--- src/rtl/snd_pingpong_dma.sv ---
module snd_pingpong_dma #(
  parameter int AW = 32,
  parameter int SW = 16,
  parameter int DW = 16,
  parameter logic [31:0] BUF0_OFS = 32'h0001_0000,
  parameter logic [31:0] BUF1_OFS = 32'h0001_2000
) (
  input  logic          clk,
  input  logic          rst_n,
  input  logic          reg_wr,
  input  logic [3:0]    reg_addr,
  input  logic [7:0]    reg_wdata,
  output logic [7:0]    reg_rdata,
  output logic          mem_req,
  output logic [AW-1:0] mem_addr,
  input  logic          mem_gnt,
  input  logic          mem_rvalid,
  input  logic [DW-1:0] mem_rdata,
  output logic          smp_valid,
  output logic [DW-1:0] smp_data,
  input  logic          smp_ready,
  output logic          codec_load,
  output logic          dma_irq
);
  localparam int NB = AW / 8;
  localparam int SB = DW / 8;
  localparam logic [3:0] A_SZ_HI = 4'd4;
  localparam logic [3:0] A_SZ_LO = 4'd5;
  localparam logic [3:0] A_CTRL  = 4'd8;
  localparam logic [3:0] A_ACK   = 4'd9;

  typedef enum logic [1:0] {ST_IDLE, ST_REQ, ST_WAIT, ST_OUT} st_t;

  st_t           st_q;
  logic [AW-1:0] base_q;
  logic [SW-1:0] size_q, pos_q;
  logic [DW-1:0] data_q;
  logic [1:0]    flag_q, flag_nxt, set_v, clr_v;
  logic          buf_q, run_q, load_q, irq_q;

  wire wr_ctrl = reg_wr && (reg_addr == A_CTRL);
  wire wr_ack  = reg_wr && (reg_addr == A_ACK);
  wire start   = wr_ctrl && reg_wdata[0] && !run_q;
  wire stop    = wr_ctrl && !reg_wdata[0];
  wire take    = (st_q == ST_OUT) && smp_ready && !stop;

  wire [SW:0] pos_nxt = {1'b0, pos_q} + (SW+1)'(SB);
  wire        last    = pos_nxt >= {1'b0, size_q};

  assign set_v    = (take && last) ? (buf_q ? 2'b10 : 2'b01) : 2'b00;
  assign clr_v    = wr_ack ? reg_wdata[7:6] : 2'b00;
  assign flag_nxt = (flag_q & ~clr_v) | set_v;

  assign mem_req    = (st_q == ST_REQ);
  assign mem_addr   = base_q + AW'(buf_q ? BUF1_OFS : BUF0_OFS) + AW'(pos_q);
  assign smp_valid  = (st_q == ST_OUT);
  assign smp_data   = data_q;
  assign codec_load = load_q;
  assign dma_irq    = irq_q;

  always_ff @(posedge clk) begin
    if (!rst_n) begin
      base_q <= '0;
      size_q <= '0;
    end else if (reg_wr) begin
      for (int i = 0; i < NB; i++)
        if (reg_addr == 4'(i)) base_q[AW-1-8*i -: 8] <= reg_wdata;
      if (reg_addr == A_SZ_HI) size_q[SW-1 -: 8] <= reg_wdata;
      if (reg_addr == A_SZ_LO) size_q[7:0] <= reg_wdata;
    end
  end

  always_ff @(posedge clk) begin
    if (!rst_n) begin
      st_q   <= ST_IDLE;
      run_q  <= 1'b0;
      buf_q  <= 1'b0;
      pos_q  <= '0;
      data_q <= '0;
    end else if (stop) begin
      st_q  <= ST_IDLE;
      run_q <= 1'b0;
    end else if (start) begin
      st_q  <= ST_REQ;
      run_q <= 1'b1;
      buf_q <= 1'b0;
      pos_q <= '0;
    end else begin
      case (st_q)
        ST_REQ:  if (mem_gnt) st_q <= ST_WAIT;
        ST_WAIT: if (mem_rvalid) begin
          data_q <= mem_rdata;
          st_q   <= ST_OUT;
        end
        ST_OUT: if (take) begin
          st_q <= ST_REQ;
          if (last) begin
            pos_q <= '0;
            buf_q <= ~buf_q;
          end else begin
            pos_q <= pos_nxt[SW-1:0];
          end
        end
        default: st_q <= ST_IDLE;
      endcase
    end
  end

  always_ff @(posedge clk) begin
    if (!rst_n) begin
      flag_q <= '0;
      irq_q  <= 1'b0;
      load_q <= 1'b0;
    end else begin
      flag_q <= flag_nxt;
      irq_q  <= |flag_nxt;
      load_q <= wr_ctrl && (reg_wdata[7:6] == 2'b11);
    end
  end

  always_comb begin
    reg_rdata = 8'h00;
    for (int i = 0; i < NB; i++)
      if (reg_addr == 4'(i)) reg_rdata = base_q[AW-1-8*i -: 8];
    case (reg_addr)
      A_SZ_HI: reg_rdata = size_q[SW-1 -: 8];
      A_SZ_LO: reg_rdata = size_q[7:0];
      A_CTRL:  reg_rdata = {flag_q[1], flag_q[0], 3'b000, buf_q, 1'b0, run_q};
      default: ;
    endcase
  end
endmodule


--- config.mk ---
export PLATFORM = sky130hd
export DESIGN_NAME = snd_pingpong_dma
export DESIGN_NICKNAME = d
export VERILOG_FILES = /design/src/rtl/snd_pingpong_dma.sv
export SDC_FILE = /design/constraint.sdc
export NUM_CORES = 1
export LEC_CHECK = 0
export BUFFER_PORTS_ARGS = -buffer_cell sky130_fd_sc_hd__clkbuf_2
export CAP_MARGIN = 15
export CORE_MARGIN = 4
export CORE_UTILIZATION = 50
export CTS_BUF_LIST = sky130_fd_sc_hd__clkbuf_16
export CTS_CLUSTER_DIAMETER = 50
export CTS_CLUSTER_SIZE = 25
export DETAILED_ROUTE_END_ITERATION = 7
export GPL_TIMING_DRIVEN = 0
export PLACE_DENSITY = 0.72
export SYNTH_ARGS = -nofsm -noshare
export SYNTH_HDL_FRONTEND = slang
export SYNTH_SLANG_ARGS = --single-unit
--- constraint.sdc ---
create_clock -name clk -period 3.96 [get_ports clk]
set_clock_uncertainty 0.05 [all_clocks]
set_input_delay 0.198 -clock clk [delete_from_list [all_inputs] [get_ports clk]]
set_output_delay 0.198 -clock clk [all_outputs]
set_load 0.01 [all_outputs]
==> results.yml, run 1 <==
floorplanning:
  num_rows: 39
  initial_core_util: 0.5092
  die_h_microns: 115.8
  core_sq_um: 11420
  die_area_sq_um: 13420
  die_w_microns: 115.8
  io_pins: 94
pwr:
  power.share.clock: 0.401
  irDropWorstVdd_v: 0.0002647
  combPwrFrac: 0.135
  p_seq_frac: 0.464
  switchingPower_uw: 568.0
  p_per_area_nw_per_um2: 298.0
  intPower_mw: 1.437
  p_leak_nw: 2.988
  swShare: 0.2832
global_route:
  grt_max_degree: 16
  grt_usage: 0.2628
  grt.overflow.total: 0
  grt_pass1_wl_microns: 27170
  antenna_found_initial: 0
  grt_pass1_vias: 5258
logic_synthesis:
  syn_inst: 716
  synthFlopType: "dfxtp_1"
  synth-seq-cells: 87
  yosys.area.top_type: "dfxtp_1"
  syn_nets: 801
  ys_seq_area_frac: 0.2995
  synth.distinct_cells: 69
  synth_area_sq_um: 5814
  synth-async-reset-ratio: 0
  synth-edff-count: 0
  synth_top_area_frac: 0.2995
  syn_avg_cell_area_sq_um: 8.121
  yosys_warnings: 0
  synth_area_leaders: "dfxtp_1, ha_1, nand2_1"
place:
  numPortBuffers: 89
  post_dp_cell_area_sq_um: 6439
  gp_congestion: 0.9386
  hpwl_microns: 13420
  place_ws_ns: 0.01459
worst_setup_path:
  startpoint_type: "register"
  arrival_ns: 3.89
  worstSetupPathType: "register to register"
  cp-end-kind: "register"
  crit_path_max_fanout: 10
  required_ns: 4.20
cells_and_area:
  postLayoutCellArea_sq_um: 6729
  multi_input_area_sq_um: 3831
  final_cell_mix: "nand2_1, clkbuf_2, dfxtp_1"
  drive_gt1_frac: 0.1622
  regArea_sq_um: 1744
  layout_commonest_cell: "nand2_1"
  area_growth_pct: 15.73
  n_fill_cell: 1069
  nets: 901
  diodes: 0
min_path:
  hold_path.class: "input pin to register"
timing:
  slew_violations: 0
  fin_crit_sh: 0.9215
  rsz0062_at_grt: "no"
  setup_viol: 0
  fin_crit_ns: 3.649
  relSlewSlack: 0.5617
  fmax_ghz: 0.2740
  tns_ns: 0
  hold_violations: 0
  max_slew.worst_pin.slew_ns: 0.6520
  worst_slack_ns: 0.3109
detailed_routing:
  vias: 5645
  drc: 0
  first_pass_iters: 5
  vias_per_cell: 5.862
  wire_per_inst_microns: 17.98
  postRouteAntennaNets: 0
  wl_microns: 17320
  drtIter0Drc: 337
clock_network:
  root_buffer: "clkbuf_16"
  clock_latency_ns: 0.35
  clock-sinks: 87
  cts_resized: 1
  clock_path_buffers: 2
  cts_tree: "done"
  cts_hold_buf: 0
  cts_setup_buffers: 0
  cts-buffers-inserted: 9
  clk_pin_slew_ns: 0.07
  h-tree-depth: 3
status:
  status: "completed"
flow_run:
  maxCapViolCount: 0
[logic make-up after synthesis]
group,after synthesis,synth area share
adders and majority gates,51,0.1123
xor gates and xnor gates,37,0.05573
buffers and inverters,64,0.04454
other,1,0.0006450
and+or+nand+nor,264,0.2257
muxes,26,0.04476
AOI/OAI and AO/OA,186,0.2167
DFF,87,0.2995
[cell type report]
type                    count  share of cell area
multi-input cells         565              0.5694
flip-flops and latches     87              0.2592
repair buffers             89             0.06620
clock buffers               9             0.03347
well taps                 143             0.02659
plain buffers              39             0.02454
inverters                  25             0.01395
clock inverters             6            0.006694
[critical path, cell delays in order (launching register included)]
cell and delay (ns):
dfxtp_2 0.41, ha_2 0.23, and3_4 0.22, nand3_2 0.11, or3_1 0.39, or2_1 0.24, nor2_2 0.11, xor2_1 0.22
ha_1 0.29, a21oi_1 0.16, o21ai_2 0.12, nor4_4 0.31, nand2_1 0.14, buf_4 0.21, nor3b_1 0.25, a21o_1 0.12
[cells in the mapped netlist (all sizes together) (5+ instances only)]
master	count
nand2	108
dfxtp	87
ha	49
nand3	49
a21boi	44
a21oi	43
clkbuf	32
nor2b	32
o21ai	30
nor2	27
mux2i	26
inv	24
xnor2	22
xor2	15
a21o	14
and3	10
o22ai	8
a211oi	7
buf	7
nand4	6
o211ai	6
nand2b	5
nor3b	5
o21a	5
[path summary, 6_finish.rpt]
path / start / endpoint / slack, ns / cells after the start
max: pos_q[1] / pos_q[5] / 0.31 / 15
max reg2reg: pos_q[1] / pos_q[5] / 0.31 / 15
min reg2reg: smp_data[10] / smp_data[10] / 0.42 / 2
min: mem_rdata[4] / smp_data[4] / 0.02 / 3
[registers in the layout, indices dropped and copies added, names as in the netlist]
signal and cells:
dma_irq 1, flag_q 2, st_q 2, pos_q 15, codec_load 1, smp_data 16, base_q 32, buf_q 1
size_q 16, run_q 1
[layer usage]
metal | GRT usage | vias up | wire (microns)
met2 | 0.4369 | 205 | 8175
li1 | - | 2742 | -
met4 | 0.1036 | 0 | 452
met3 | 0.05796 | 31 | 1225
met1 | 0.3324 | 2667 | 7463
met5 | 0 | - | 0
[power groups by stage]
| stage | Combinational [mW] | Clock (mW) | Sequential (mW) |
|---|---|---|---|
| global placement | 0.261 | 0 | 0.948 |
| global route | 0.298 | 0.844 | 0.934 |
| detailed placement | 0.267 | 0 | 0.949 |
| finish | 0.270 | 0.805 | 0.930 |
| floorplan | 0.156 | 0 | 0.953 |
| CTS | 0.269 | 0.810 | 0.930 |
[stage by stage]
step                  util  std cells  hold slack (ns)  power [mW]
floorplan                -        716           0.2929       1.109
global placement    0.5639        948           0.3816       1.209
detailed placement  0.5639        948           0.3883       1.217
CTS                 0.5881        963          0.02189       2.009
global route        0.5893        963          0.03739       2.075
finish              0.5893        963          0.02157       2.005
Note: power is estimated with default switching activity, not from simulation.
==> run 2: changes to the inputs <==
- CORE_UTILIZATION: 50 -> 58
- PLACE_DENSITY: 0.72 -> 0.82
==> run 2 against run 1 <==
Effect of this change: first-iteration DRC count is 55% higher; die area is 13% lower; sequential power hardly changed; wire length is 0.25% lower; worst setup slack worse by 0.063 ns; cell count is 0.83% lower; largest power group unchanged.
==> results.yml, run 2 (same netlist as run 1, synthesis figures left out) <==
status:
  status: "completed"
worst_setup_path:
  startpoint_type: "register"
  arrival_ns: 3.96
  worstSetupPathType: "register to register"
  cp-end-kind: "register"
  required_ns: 4.21
  crit_path_max_fanout: 10
detailed_routing:
  vias: 5729
  vias_per_cell: 5.999
  postRouteAntennaNets: 0
  wire_per_inst_microns: 18.09
  drc: 0
  first_pass_iters: 6
  wl_microns: 17270
  drtIter0Drc: 521
floorplanning:
  io_pins: 94
  die_h_microns: 108.1
  initial_core_util: 0.5949
  num_rows: 36
  core_sq_um: 9774
  die_w_microns: 108.1
  die_area_sq_um: 11690
timing:
  setup_viol: 0
  max_slew.worst_pin.slew_ns: 0.6692
  fin_crit_sh: 0.9375
  hold_ws_ns: 0.02045
  fmax_ghz: 0.2694
  hold_violations: 0
  rsz0062_at_grt: "no"
  worst_slack_ns: 0.2475
  slew_violations: 0
  tns_ns: 0
  fin_crit_ns: 3.712
  relSlewSlack: 0.5538
place:
  hpwl_microns: 13330
  numPortBuffers: 89
  dp_cells: 938
  post_dp_cell_area_sq_um: 6426
  gp_congestion: 0.9603
  place_ws_ns: 0.08010
cells_and_area:
  fin_cells: 955
  drive_gt1_frac: 0.1608
  area_growth_pct: 15.88
  final_util: 0.6893
  final_cell_mix: "nand2_1, clkbuf_2, dfxtp_1"
  nets: 901
  n_fill_cell: 824
  top_register: "base_q"
  postLayoutCellArea_sq_um: 6738
  largest_reg_flops: 32
  layout_commonest_cell: "nand2_1"
clock_network:
  cts-buffers-inserted: 9
  h-tree-depth: 3
  clk_pin_slew_ns: 0.07
  clock_path_buffers: 2
  clock_latency_ns: 0.35
  root_buffer: "clkbuf_16"
  clock-sinks: 87
  cts_hold_buf: 0
  cts_tree: "done"
global_route:
  grt_max_degree: 18
  grt_pass1_wl_microns: 27110
  grt_usage: 0.2976
  grt.overflow.total: 0
  antenna_found_initial: 0
  grt_pass1_vias: 5472
flow_run:
  maxCapViolCount: 0
pwr:
  irDropWorstVdd_v: 0.0002549
  total_power_mw: 2.041
  p_per_area_nw_per_um2: 302.9
  p_leak_nw: 2.990
min_path:
  hold_path.class: "input pin to register"
run 2: changes by cell type in the layout (fill, tap and decap cells not counted):
cell / before / now
inv_8: 0 / 1
clkinvlp_4: 0 / 1
clkinv_8: 0 / 1
dfxtp_2: 2 / 1
dfxtp_1: 85 / 86
inv_6: 3 / 2
clkinv_2: 2 / 0
diode_2: 0 / 1
clkinv_1: 1 / 2
run 2: final cells by class:
cell class                 count  area (sq um)  share of cell area
tap                          133         166.4             0.02470
antenna                        1         2.502           0.0003714
clock inverter                 7         65.06            0.009656
timing repair buffer          89         445.4             0.06611
clock buffer                   9         225.2             0.03343
inverter                      25         93.84             0.01393
buffer                        39         165.2             0.02451
multi-input combinational    565          3831              0.5686
sequential                    87          1743              0.2587
run 2: final timing paths:
kind	slack, ns	cells past startpoint	endpoint	start
hold / removal	0.02	3	smp_data[7]	mem_rdata[7]
setup reg to reg	0.25	15	pos_q[8]	pos_q[2]
hold reg to reg	0.42	2	smp_data[5]	smp_data[5]
setup / recovery	0.25	15	pos_q[8]	pos_q[2]
run 2: layer usage:
metal	routed length, microns	part of all wire	vias up	global-route usage
li1	-	-	2750	-
met1	7380	0.43	2721	0.3817
met2	8260	0.48	233	0.5022
met3	1284	0.074	25	0.06149
met4	347	0.020	0	0.09468
met5	0	0	-	0
run 2: power by group:
group	internal, mW	total, mW	switching [mW]
Sequential	0.906	0.929	0.0237
Combinational	0.104	0.272	0.168
Clock	0.439	0.839	0.400
Total	1.45	2.04	0.593
run 2: worst max-delay path: stages, from the launching register on:
cell and delay (ns):
dfxtp_1 0.43, ha_2 0.26, and3_4 0.23, nand3_2 0.11
or3_1 0.40, or2_1 0.25, nor2_2 0.10, xor2_1 0.25
ha_1 0.30, a21oi_1 0.18, o21ai_2 0.11, nor4_4 0.31
nand2_1 0.15, buf_4 0.21, nor3b_1 0.21, a21o_1 0.11
run 2: repair_timing:
item	4_1_cts	5_1_grt
setup endpoints to repair	0	8
gates resized for setup	0	4
setup buffers	0	0
==> run 3: changes to the inputs <==
- CORE_UTILIZATION: 58 -> 60
- PLACE_DENSITY: 0.82 -> 0.84
- clock period: 3.96 -> 4.5 ns (I/O delays scaled with it)
==> run 3 against run 2 <==
Effect of this change: count of clock-buffer cells in the layout stayed put; worst setup slack better by 0.14 ns; first-iteration DRC count down 11%; design area decreased by 0.19%; global-route usage rose by 0.21 points; fmax down 9.8%; wire length down 2.5%; core utilization rose by 3.2 points; register-to-register slack better by 0.14 ns; combinational power shrank 12%; non-clock buffer count unchanged; largest power group unchanged.
==> results.yml, run 3 (same netlist as run 1, synthesis figures left out) <==
floorplanning:
  die_h_microns: 106.4
  die_area_sq_um: 11330
  core_sq_um: 9328
  num_rows: 35
  die_w_microns: 106.4
  initial_core_util: 0.6233
  io_pins: 94
pwr:
  combPwrFrac: 0.131
  total_power_mw: 1.825
  p_leak_nw: 2.992
  switchingPower_uw: 500.5
  p_seq_frac: 0.449
  intPower_mw: 1.325
  swShare: 0.2742
  p_per_area_nw_per_um2: 271.4
  power.share.clock: 0.420
  irDropWorstVdd_v: 0.0002567
worst_setup_path:
  cp-end-kind: "register"
  reg2reg_depth: 15
  crit_path_max_fanout: 10
  crit_top_cell: "ha_1"
  crit_start: "pos_q[1]"
  arrival_ns: 4.36
  crit_end: "pos_q[8]"
  r2r-end: "pos_q[8]"
  worstSetupPathType: "register to register"
  ff2ff_setup_slack_ns: 0.39
  crit_chain: "ha_1 > and3_4 > nand3_2 > or3_1 > or2_1 > nor2_2 > xor2_1 > ha_1 > a21oi_1 > o21ai_2 > nor4_1 > nand2_1 > buf_4 > o21ai_0 > a21o_1"
  crit_path_top_delay_cell: "nor4_1"
  r2r-start: "pos_q[1]"
  slowest_delay_ns: 0.61
  required_ns: 4.75
  startpoint_type: "register"
place:
  post_dp_cell_area_sq_um: 6421
  hpwl_microns: 12920
  gp_congestion: 0.9492
  numPortBuffers: 89
detailed_routing:
  wire_per_inst_microns: 17.72
  drc: 0
  vias: 5765
  vias_per_cell: 6.068
  first_pass_iters: 5
  wl_microns: 16840
  postRouteAntennaNets: 0
  drtIter0Drc: 465
timing:
  setup_viol: 0
  rsz0062_at_grt: "no"
  fmax_ghz: 0.2431
  max_slew.worst_pin.slew_ns: 0.7241
  fin_crit_ns: 4.114
  relSlewSlack: 0.5128
  hold_violations: 0
  fin_crit_sh: 0.9143
  tns_ns: 0
  slew_violations: 0
clock_network:
  clock_path_buffers: 2
  cts_tree: "done"
  cts-buffers-inserted: 9
  cts_setup_buffers: 0
  cts_resized: 0
  clk_pin_slew_ns: 0.07
  clock-sinks: 87
  root_buffer: "clkbuf_16"
  h-tree-depth: 3
  clock_latency_ns: 0.34
  cts_hold_buf: 0
global_route:
  antenna_found_initial: 0
  grtUsageMet2: 0.5140
  grt.busiest_layer: "met2"
  grt.met3_usage: 0.05829
  grt_pass1_wl_microns: 27100
  grt_pass1_vias: 5606
  grt_max_degree: 17
  use_met1: 0.3635
  grt_usage: 0.2997
  grt.overflow.total: 0
cells_and_area:
  postLayoutCellArea_sq_um: 6725
  layout_commonest_cell: "nand2_1"
  largest_reg_flops: 32
  area_growth_pct: 15.67
  diodes: 0
  final_cell_mix: "nand2_1, clkbuf_2, dfxtp_1"
  drive_gt1_frac: 0.1583
  nets: 901
  top_register: "base_q"
min_path:
  hold_path.class: "input pin to register"
  hold_start: "mem_rdata[9]"
status:
  status: "completed"
flow_run:
  maxCapViolCount: 0
[run 3: cell count changes in the layout (fill, tap and decap cells not counted), sizes merged]
cell / before / now
clkinvlp: 1 / 3
bufinv: 0 / 1
clkinv: 4 / 1
diode: 1 / 0
[run 3: power by group through the flow]
stage	clock network, mW	logic (mW)	registers, mW
final	0.767	0.239	0.819
after CTS	0.766	0.236	0.819
after floorplan	0	0.137	0.839
after detailed placement	0	0.234	0.835
after global placement	0	0.226	0.834
after global routing	0.796	0.262	0.822
[run 3: stage by stage]
step / utilization / hold slack [ns] / setup WS [ns] / instances
finish: 0.7210 / 0.06143 / 0.3858 / 950
global placement: 0.6884 / 0.4007 / 0.6550 / 934
CTS: 0.7210 / 0.06386 / 0.4561 / 950
global route: 0.7210 / 0.07355 / 0.1953 / 950
detailed placement: 0.6884 / 0.4147 / 0.4860 / 934
floorplan: - / 0.3199 / 1.205 / 716
[run 3: critical path: cells and delay by family (launching register included)]
| kind | cells | cell delay (ns) |
|---|---|---|
| XOR/XNOR | 1 | 0.22 |
| AND/OR/NAND/NOR | 7 | 1.94 |
| AO/OA/AOI/OAI | 4 | 0.61 |
| flip-flops | 1 | 0.44 |
| adder cells (fa/ha/maj) | 2 | 0.56 |
| buffers and inverters | 1 | 0.22 |
[run 3: worst min path at each step]
stage	end	slack, ns	cells past startpoint
floorplan	smp_data[14]	0.32	2
global placement	smp_data[1]	0.40	2
detailed placement	smp_data[8]	0.41	2
CTS	smp_data[10]	0.06	3
global route	smp_data[5]	0.07	3
finish	smp_data[9]	0.06	3
[run 3: routing by layer]
| metal | up-vias | share of wire | wire (microns) |
|---|---|---|---|
| met4 | 0 | 0.042 | 703 |
| met2 | 266 | 0.47 | 7929 |
| met1 | 2691 | 0.41 | 6861 |
| met5 | - | 0 | 0 |
| met3 | 55 | 0.080 | 1340 |
| li1 | 2753 | - | - |
[run 3: cell type report]
class                   instances  area [sq um]
plain buffers                  39         165.2
clock buffers                   9         225.2
clock inverters                 7         78.83
fillers                       747          2603
inverters                      25         93.84
multi-input cells             565          3814
flip-flops and latches         87          1742
well taps                     129         161.4
repair buffers                 89         445.4
